**src/rtl/stk_pkg.sv**
```systemverilog
package stk_pkg;
  localparam logic [15:0] OVRD_ADDR   = 16'h1005;
  localparam logic [15:0] OVRD_MASK   = 16'h0028;  // rx data enable (bit 5) | rx PLL enable (bit 3)
  localparam logic [5:0]  ST_RCVRLOCK = 6'h0D;
  localparam int          BUSY_BIT    = 4;

  typedef enum logic [2:0] {
    S_IDLE, S_RD_SET, S_WR_SET, S_HOLD, S_RD_CLR, S_WR_CLR
  } stk_state_e;

  function automatic logic f_stuck(input logic [31:0] lo, input logic [31:0] hi,
                                   input logic rxv);
    return !hi[BUSY_BIT] && !rxv && (lo[5:0] == ST_RCVRLOCK);
  endfunction

  function automatic logic [15:0] f_set(input logic [15:0] v);
    return v | OVRD_MASK;
  endfunction

  function automatic logic [15:0] f_clr(input logic [15:0] v);
    return v & ~OVRD_MASK;
  endfunction
endpackage

```
**src/rtl/stk_pacer.sv**
```systemverilog
module stk_pacer #(
  parameter int IVL_W = 16
) (
  input  logic             clk,
  input  logic             rst_n,
  input  logic             en,
  input  logic [IVL_W-1:0] limit,
  output logic             tick
);
  logic [IVL_W-1:0] cnt;

  assign tick = en && (cnt >= limit);

  always_ff @(posedge clk or negedge rst_n) begin
    if (!rst_n)        cnt <= '0;
    else if (!en)      cnt <= '0;
    else if (tick)     cnt <= '0;
    else               cnt <= cnt + 1'b1;
  end
endmodule

```
**src/rtl/stk_detect.sv**
```systemverilog
module stk_detect (
  input  logic [31:0] dbg_lo,
  input  logic [31:0] dbg_hi,
  input  logic        rx_valid,
  output logic        stuck
);
  import stk_pkg::*;
  assign stuck = f_stuck(dbg_lo, dbg_hi, rx_valid);
endmodule

```
**src/rtl/stk_satcnt.sv**
```systemverilog
module stk_satcnt #(
  parameter int W = 8
) (
  input  logic         clk,
  input  logic         rst_n,
  input  logic         inc,
  output logic [W-1:0] count
);
  localparam logic [W-1:0] MAXV = '1;

  always_ff @(posedge clk or negedge rst_n) begin
    if (!rst_n)                      count <= '0;
    else if (inc && count != MAXV)   count <= count + 1'b1;
  end

  // the count only ever moves up by one
  p_step_r9: assert property (@(posedge clk) disable iff (!rst_n)
    (count != $past(count)) |-> (count == $past(count) + 1'b1));
  // the count holds at its maximum
  p_sat_r9: assert property (@(posedge clk) disable iff (!rst_n)
    (count == MAXV) |=> (count == MAXV));
endmodule

```
**src/rtl/stuck_link_recovery.sv**
```systemverilog
module stuck_link_recovery #(
  parameter int IVL_W       = 16,
  parameter int HOLD_CYCLES = 250000,
  parameter int CNT_W       = 8
) (
  input  logic             clk,
  input  logic             rst_n,
  input  logic [IVL_W-1:0] chk_interval,
  input  logic [31:0]      dbg_lo,
  input  logic [31:0]      dbg_hi,
  input  logic             rx_valid,
  output logic             reg_req,
  output logic             reg_we,
  output logic [15:0]      reg_addr,
  output logic [15:0]      reg_wdata,
  input  logic             reg_ack,
  input  logic [15:0]      reg_rdata,
  output logic             link_up,
  output logic             recov_busy,
  output logic [CNT_W-1:0] recov_count
);
  import stk_pkg::*;

  localparam int              HOLD_W    = $clog2(HOLD_CYCLES + 1);
  localparam logic [HOLD_W-1:0] HOLD_LAST = HOLD_W'(HOLD_CYCLES - 1);

  stk_state_e        state;
  logic [15:0]       shadow;
  logic [HOLD_W-1:0] hold_cnt;
  logic              chk_tick, stuck_now, xfer_done, pulse_done, idle;

  assign idle       = (state == S_IDLE);
  assign xfer_done  = reg_req && reg_ack;
  assign pulse_done = (state == S_WR_CLR) && xfer_done;
  assign recov_busy = !idle;

  assign reg_req   = (state == S_RD_SET) || (state == S_WR_SET) ||
                     (state == S_RD_CLR) || (state == S_WR_CLR);
  assign reg_we    = (state == S_WR_SET) || (state == S_WR_CLR);
  assign reg_addr  = OVRD_ADDR;
  assign reg_wdata = reg_we ? shadow : 16'h0000;

  stk_pacer #(.IVL_W(IVL_W)) u_pacer (
    .clk(clk), .rst_n(rst_n), .en(idle), .limit(chk_interval), .tick(chk_tick)
  );

  stk_detect u_detect (
    .dbg_lo(dbg_lo), .dbg_hi(dbg_hi), .rx_valid(rx_valid), .stuck(stuck_now)
  );

  stk_satcnt #(.W(CNT_W)) u_cnt (
    .clk(clk), .rst_n(rst_n), .inc(pulse_done), .count(recov_count)
  );

  always_ff @(posedge clk or negedge rst_n) begin
    if (!rst_n) link_up <= 1'b0;
    else        link_up <= !dbg_hi[BUSY_BIT];
  end

  always_ff @(posedge clk or negedge rst_n) begin
    if (!rst_n) begin
      state    <= S_IDLE;
      shadow   <= '0;
      hold_cnt <= '0;
    end else begin
      unique case (state)
        S_IDLE:   if (chk_tick && stuck_now) state <= S_RD_SET;
        S_RD_SET: if (xfer_done) begin
                    shadow <= f_set(reg_rdata);
                    state  <= S_WR_SET;
                  end
        S_WR_SET: if (xfer_done) begin
                    hold_cnt <= '0;
                    state    <= S_HOLD;
                  end
        S_HOLD:   if (hold_cnt == HOLD_LAST) state <= S_RD_CLR;
                  else hold_cnt <= hold_cnt + 1'b1;
        S_RD_CLR: if (xfer_done) begin
                    shadow <= f_clr(reg_rdata);
                    state  <= S_WR_CLR;
                  end
        S_WR_CLR: if (xfer_done) state <= S_IDLE;
        default:  state <= S_IDLE;
      endcase
    end
  end

  // link indication follows the training-busy bit one cycle later
  p_link_r2: assert property (@(posedge clk) disable iff (!rst_n)
    1'b1 |=> (link_up == !$past(dbg_hi[BUSY_BIT])));
  // a pending request holds its fields until acknowledged
  p_req_stable_r7: assert property (@(posedge clk) disable iff (!rst_n)
    (reg_req && !reg_ack) |=> (reg_req && $stable(reg_we) && $stable(reg_addr)
                               && $stable(reg_wdata)));
  // a pulse only starts from a detected stall
  p_start_stuck_r3: assert property (@(posedge clk) disable iff (!rst_n)
    $rose(recov_busy) |-> $past(stuck_now));
  // a pulse only starts on a pacer tick
  p_start_paced_r10: assert property (@(posedge clk) disable iff (!rst_n)
    $rose(recov_busy) |-> $past(chk_tick));
  // the set-write carries both override bits
  p_set_bits_r5: assert property (@(posedge clk) disable iff (!rst_n)
    (state == S_WR_SET) |-> ((reg_wdata & OVRD_MASK) == OVRD_MASK));
  // the clear-write carries neither override bit
  p_clr_bits_r5: assert property (@(posedge clk) disable iff (!rst_n)
    (state == S_WR_CLR) |-> ((reg_wdata & OVRD_MASK) == 16'h0000));
endmodule

```
**config.mk**
```make
export PLATFORM = sky130hd
export DESIGN_NAME = stuck_link_recovery
export DESIGN_NICKNAME = d
export VERILOG_FILES = /design/src/rtl/stk_pkg.sv /design/src/rtl/stk_pacer.sv /design/src/rtl/stk_detect.sv /design/src/rtl/stk_satcnt.sv /design/src/rtl/stuck_link_recovery.sv
export SDC_FILE = /design/constraint.sdc
export NUM_CORES = 1
export LEC_CHECK = 0
export BUFFER_PORTS_ARGS = -buffer_cell sky130_fd_sc_hd__buf_2
export CAP_MARGIN = 30
export CORE_MARGIN = 4
export CORE_UTILIZATION = 44
export CTS_CLUSTER_DIAMETER = 80
export DETAILED_ROUTE_END_ITERATION = 12
export PLACE_DENSITY = 0.75
export SLEW_MARGIN = 20
export SYNTH_ARGS = -nofsm -noshare
export SYNTH_HDL_FRONTEND = slang
export SYNTH_SLANG_ARGS = --single-unit
```
**constraint.sdc**
```tcl
create_clock -name clk -period 1.9 [get_ports clk]
set_input_delay 0.19 -clock clk [delete_from_list [all_inputs] [get_ports clk]]
set_output_delay 0.19 -clock clk [all_outputs]
set_load 0.02 [all_outputs]
```
==> results.json, run 1 <==
{
  "rsz0062_at_grt": "true",
  "yosys_warnings": 0,
  "dr.pass1.iters": 4,
  "areaGrowthSynthToFinish_pct": 40.2,
  "cp_slowest_cell": "dfrtp_1",
  "critPathLaunch": "u_pacer.cnt[7]$_DFF_PN0_",
  "gr-total-overflow": 0,
  "ys_ff_latch": 61,
  "cts.path.max_buffers": 2,
  "grt_max_degree": 41,
  "htreeDepth": 3,
  "critPathArrivalTime_ps": 2390,
  "synthArstFlopShare_pct": 100,
  "synth.area.top_cells": "dfrtp_1 43%, ha_1 6.7%, mux2_2 5.1%",
  "clkPwrFrac_pct": 21.7,
  "routed_via_density": 5.32,
  "required_ps": 2130,
  "min_path_type": "in -> reg",
  "synth_top_area_share_pct": 43.0,
  "syn_inst": 369,
  "postRouteAntennaNets": 0,
  "worstSetupPathType": "reg -> reg",
  "failed_checks": "negative setup slack",
  "grt_pass1_vias": 3246,
  "p_leak_uw": 0.00250,
  "io-pin-count": 144,
  "max_slew_margin_pct": 60.9,
  "post-route-period-util_pct": 114,
  "dp_cells": 577,
  "finalNonFillerCells": 611,
  "critPathCapture": "state[0]$_DFFE_PN0P_",
  "dp_slack_ps": -220,
  "antenna_found_initial": 0,
  "final_cell_mix": "61 x dfrtp_1, 60 x buf_4, 55 x buf_2, 28 x nor2_1, 26 x nand2_1",
  "dieWidth_um": 97.9,
  "antenna_cells": 0,
  "cts_made_buffers": 9,
  "tightest_slew_ps": 571,
  "cp_max_fo": 3,
  "synth.cell_area_um2": 3550,
  "place.gp.congestion": 0.807,
  "cp-end-kind": "flop",
  "insertion_delay_ps": 340,
  "die_area_um2": 9580,
  "core_um2": 7810,
  "hold_viol": 0,
  "pwr-share-seq_pct": 29.3,
  "peakVddDrop_mv": 0.986,
  "drt-initial-drc-count": 194,
  "cts_tree": "built",
  "timing.final.ws_setup_ps": -263,
  "cap_viol_max_count": 0,
  "fin_skew_ps": 8.26,
  "path_delay_family": "compound AO/OA/AOI/OAI gates",
  "synth_cell_types": 53,
  "cts.sinks": 61,
  "powerDensity_nw_per_um2": 1210,
  "setup_viol": 19,
  "rr_startpoint": "u_pacer.cnt[7]$_DFF_PN0_",
  "slew_viol_final": 0,
  "grt_pass1_wl_mm": 14.9,
  "crit_chain": "ha_1 > nand2_1 > o21ai_0 > a2bb2oi_4 > a211oi_2 > mux2_2",
  "vias": 3248,
  "drive_gt1_share_pct": 42.2,
  "crit_cells": 6,
  "path_clk_slew_ps": 70,
  "combPwrFrac_pct": 49.0,
  "r2r_slack_ps": -260,
  "nNetsFinal": 623,
  "final_common_cell": "dfrtp_1",
  "slowest_delay_ps": 410,
  "syn_area_per_cell_um2": 9.63,
  "synth_edf_count": 0,
  "hpwl_mm": 6.05,
  "net-switching-power_uw": 2260,
  "die_h_um": 97.9,
  "reg2reg_depth": 6,
  "crit_buf_inv": 0,
  "switching_share_pct": 37.4,
  "wl_per_cell_um": 16.0,
  "port_buffers": 68,
  "drc": 0,
  "wl_mm": 9.80,
  "r2r-end": "state[0]$_DFFE_PN0P_",
  "synth_top_cell_by_area": "dfrtp_1",
  "clock-root-buffer": "clkbuf_8",
  "outcome": "complete, but fails checks",
  "power.internal_uw": 3790,
  "synth_top_flop_cell": "dfrtp_1",
  "fin_crit_ps": 2160,
  "fmax_mhz": 462,
  "ys_seq_area_share_pct": 43.0,
  "core.rowCount": 32,
  "startpoint_type": "flop",
  "track_usage_pct": 18.9,
  "initial_core_util_pct": 45.5
}
## worst min-delay path by stage
stage / from / to / slack [ps] / cells after the start
after global placement: rst_n / u_pacer.cnt[7]$_DFF_PN0_ / 200 / 1
after floorplan: rst_n / hold_cnt[0]$_DFFE_PN0P_ / -110 / 0
final: dbg_hi[4] / link_up$_DFF_PN0_ / 80 / 3
after detailed placement: rst_n / u_pacer.cnt[7]$_DFF_PN0_ / 200 / 1
after global routing: reg_rdata[9] / shadow[9]$_DFFE_PN0P_ / 70 / 2
after CTS: reg_rdata[2] / shadow[2]$_DFFE_PN0P_ / 60 / 2
## worst reg2reg max path, delay by kind of cell (launching register included)
| kind | cells | cell delay [ps] |
|---|---|---|
| AND/OR/NAND/NOR | 1 | 120 |
| adder cells (fa/ha/maj) | 1 | 340 |
| AO/OA/AOI/OAI | 3 | 820 |
| flip-flops | 1 | 410 |
| multiplexers | 1 | 360 |
## cell families after synthesis
kind of cell             synth area share (%)
flip-flops                               43.0
multiplexers                             5.63
AND/OR/NAND/NOR                          22.4
adder cells (fa/ha/maj)                  6.69
AO/OA/AOI/OAI                            8.45
buffers and inverters                    7.75
XOR/XNOR                                 5.92
other                                   0.211
## metal layers
metal | global-route usage (%) | share of wire [%] | vias to the layer above
li1 | - | - | 1527
met1 | 24.0 | 40 | 1584
met2 | 31.6 | 51 | 112
met3 | 4.36 | 5.8 | 25
met4 | 6.39 | 2.7 | 0
met5 | 0 | 0 | -
## sequential cells by signal (all words and copies together), names as in the netlist
signal / count
u_pacer.cnt: 16
shadow: 15
hold_cnt: 18
state: 3
link_up: 1
u_cnt.count: 8
## synthesized netlist by cell type (2+ instances only)
cell type and instances:
conb_1 2, nor3_1 5, and3_1 5, buf_4 17
nand3_1 14, a21oi_1 15, nand4_1 11, o31ai_1 4
nand2_1 28, mux2_2 16, or3_2 2, or3_1 3
dfrtp_1 61, xnor2_1 7, or4_1 7, a31oi_1 2
and4_1 2, a211oi_1 2, buf_2 4, nor4_1 3
ha_1 19, and2_1 18, a21o_1 2, clkbuf_1 8
o21ai_0 7, mux2i_1 2, inv_1 26, o211ai_1 4
nor2_1 30, o311ai_0 2, nand2b_1 2, xor2_1 17
nand3b_1 2
## area by class of cell
type                            instances  area [µm²]
Fill cell                             576        2820
Multi-Input combinational cell        267        2000
Sequential cell                        61        1530
Timing Repair Buffer                  139        1000
Tap cell                              102         128
Clock buffer                            9         124
Clock inverter                          7         100
Inverter                               26        97.6
## repair_timing
action | in CTS | in global routing
setup buffers | 4 | 11
pin swaps | 3 | 22
endpoints found under the setup margin | 36 | 49
gates resized for setup | 35 | 47
hold buffers | 1 | 0
cloned | 2 | 1
hold endpoints to repair | 21 | 0
## stage by stage
stage,hold WS (ps),instance area [µm²],util (%),total power (µW),setup TNS [ps]
final,76.0,4980,63.8,6050,-2370
after global routing,67.7,4980,63.8,6360,-4770
after CTS,64.4,4730,60.6,5510,-666
after detailed placement,202,4310,55.2,3890,-1580
after global placement,202,4310,55.2,3810,-821
after floorplan,-106,3610,-,3080,-343
## power by group through the flow
| stage | clock network, µW | registers [µW] | logic (µW) |
|---|---|---|---|
| after floorplan | 0 | 1770 | 1310 |
| after global placement | 0 | 1730 | 2080 |
| after detailed placement | 0 | 1750 | 2150 |
| after CTS | 1330 | 1720 | 2460 |
| after global routing | 1390 | 1800 | 3170 |
| final | 1310 | 1770 | 2970 |
(Power assumes the default switching activity.)
==> inputs of run 2 (changes only) <==
CORE_ASPECT_RATIO = 1.1   (was unset)
CORE_UTILIZATION = 45   (was 44)
PLACE_DENSITY = 0.76   (was 0.75)
SYNTH_HIERARCHICAL = 1   (was unset)
==> results.json, run 2 <==
{
  "outcome": "complete, but fails checks",
  "failed_checks": "negative setup slack",
  "reg2reg_depth": 8,
  "vias": 3328,
  "p_leak_uw": 0.00237,
  "max_slew_margin_pct": 49.8,
  "dp_cells": 585,
  "required_ps": 2190,
  "clock-root-buffer": "clkbuf_8",
  "grt_max_degree": 62,
  "synth_cell_types": 63,
  "die_area_um2": 9790,
  "synth_top_area_share_pct": 41.0,
  "drt-initial-drc-count": 139,
  "final_cell_mix": "60 x dfrtp_1, 52 x buf_2, 42 x buf_4, 32 x nand2_1, 22 x inv_1",
  "timing.final.ws_setup_ps": -198,
  "fin_crit_ps": 2100,
  "htreeDepth": 3,
  "finalNonFillerCells": 616,
  "track_usage_pct": 19.2,
  "cts_tree": "built",
  "dp_slack_ps": -163,
  "worstSetupPathType": "reg -> reg",
  "port_buffers": 68,
  "final_common_cell": "dfrtp_1",
  "io-pin-count": 144,
  "tightest_slew_ps": 746,
  "dr.pass1.iters": 4,
  "rsz0062_at_grt": "true",
  "ys_seq_area_share_pct": 41.0,
  "post-synth-top-count-cell": "dfrtp_1",
  "synth_top_flop_cell": "dfrtp_1",
  "areaGrowthSynthToFinish_pct": 34.3,
  "initial_core_util_pct": 46.5,
  "synthArstFlopShare_pct": 100,
  "drive_gt1_share_pct": 41.1,
  "gr-total-overflow": 0,
  "synth.area.top_cells": "dfrtp_1 41%, ha_1 6.4%, mux2_2 4.2%",
  "synth.cell_area_um2": 3720,
  "grt_pass1_vias": 3376,
  "antenna_cells": 0,
  "hold_viol": 0,
  "syn_area_per_cell_um2": 9.56,
  "wl_per_cell_um": 15.3,
  "min_path_cells": 2,
  "routed_via_density": 5.40,
  "drc": 0,
  "die_h_um": 103,
  "grt_pass1_wl_mm": 14.9,
  "top_register": "hold_cnt",
  "insertion_delay_ps": 350,
  "wl_mm": 9.39,
  "cp-end-kind": "flop",
  "reg_top3": "hold_cnt x18, u_pacer/cnt x16, shadow x15",
  "slew_viol_final": 0,
  "yosys_warnings": 6,
  "antenna_found_initial": 0,
  "cts_made_buffers": 9,
  "synth_edf_count": 0,
  "startpoint_type": "flop",
  "powerDensity_nw_per_um2": 791,
  "synthTopCellsByCount": "61 x dfrtp_1, 32 x nand2_1, 28 x nor2_1",
  "hpwl_mm": 6.28,
  "dieWidth_um": 94.7,
  "cp_max_fo": 3,
  "place.gp.congestion": 0.837,
  "largest_reg_flops": 18,
  "cts.sinks": 61,
  "critPathArrivalTime_ps": 2390,
  "core_um2": 8000,
  "cts.path.max_buffers": 2,
  "post-route-period-util_pct": 110,
  "syn_inst": 389,
  "postRouteAntennaNets": 0,
  "nNetsFinal": 622,
  "ys_ff_latch": 61,
  "fin_skew_ps": 11.0,
  "cap_viol_max_count": 0,
  "min_path_type": "in -> reg",
  "path_clk_slew_ps": 80,
  "fmax_mhz": 477,
  "core.rowCount": 34,
  "synth_top_cell_by_area": "dfrtp_1",
  "peakVddDrop_mv": 0.440,
  "setup_viol": 18
}
## run 2: changes by cell type after synthesis, sizes merged, moves of 3 or more
cell    previous run  this run
a31oi              2         5
a21oi             15        19
o21ai              7        14
nand4b             1         5
nand2             28        32
or4                9         4
xor2              17         9
a41oi              0         3
nor3b              0         4
and2              18        15
and3               5        10
nor3               5        10
## run 2: report_power, final
group	leakage, µW	internal [µW]	switching [µW]
sequential	0.000802	1560	245
clock	0.0000996	609	543
combinational	0.00147	502	489
## run 2: cells by family (layout without fill, tap and decap cells)
| family | Yosys count | count (layout) | synth area share [%] |
|---|---|---|---|
| fa+ha+maj | 19 | 19 | 6.39 |
| xor+xnor | 18 | 18 | 4.24 |
| mux | 17 | 17 | 5.21 |
| flops | 61 | 61 | 41.0 |
| compound gates | 66 | 66 | 11.8 |
| simple gates | 154 | 155 | 23.8 |
| buf+inv | 52 | 156 | 7.30 |
| other cells | 2 | 16 | 0.202 |
## run 2: worst max-delay path, stage by stage (launching register included)
cell       delay (ps)
dfrtp_1           420
ha_4              290
nand4_1           140
or3_4             450
a2111oi_4         270
o21a_1            190
nand3b_1           90
nand2_1            80
a21o_1            110
## run 2: timing repair
item	4_1_cts	5_1_grt
gates cloned	2	0
pin swaps	19	15
setup endpoints to repair	34	36
hold buffers	1	0
hold endpoints to repair	61	0
buffers inserted	6	6
resized for setup	58	26
## run 2: area by class of cell
class	count	area, µm²
Multi-Input combinational cell	291	2200
Tap cell	108	135
Clock inverter	7	73.8
Fill cell	621	3000
Clock buffer	9	124
Sequential cell	61	1530
Timing Repair Buffer	116	840
Inverter	24	93.8
## run 2: per-stage QoR
stage	power, µW	util [%]	hold WS [ps]	instance area (µm²)	setup TNS (ps)
after floorplan	2360	-	-106	3830	-649
after global placement	2590	54.9	222	4390	-989
after detailed placement	2660	54.9	222	4390	-2550
after CTS	3910	60.8	5.84	4860	-2500
after global routing	4180	62.5	3.77	4990	-4620
final	3950	62.5	18.2	4990	-2370
## run 2: layer usage
metal | track usage, % | part of all wire, % | vias to the layer above | routed length (µm)
met3 | 3.98 | 4.7 | 23 | 442
met2 | 34.9 | 53 | 93 | 4980
li1 | - | - | 1589 | -
met4 | 7.77 | 2.2 | 0 | 206
met5 | 0 | 0 | - | 0
met1 | 21.9 | 40 | 1623 | 3770
## run 2: path summary, 6_finish.rpt
check	endpoint	start	slack (ps)
worst min register to register	shadow[12]$_DFFE_PN0P_	shadow[12]$_DFFE_PN0P_	520
worst min-delay path	link_up$_DFF_PN0_	dbg_hi[4]	20
worst max-delay path	state[0]$_DFFE_PN0P_	u_pacer/cnt[15]$_DFF_PN0_	-200
max in group asynchronous	hold_cnt[12]$_DFFE_PN0P_	rst_n	1230
worst max register to register	state[0]$_DFFE_PN0P_	u_pacer/cnt[15]$_DFF_PN0_	-200
min in group asynchronous	u_pacer/cnt[14]$_DFF_PN0_	rst_n	370
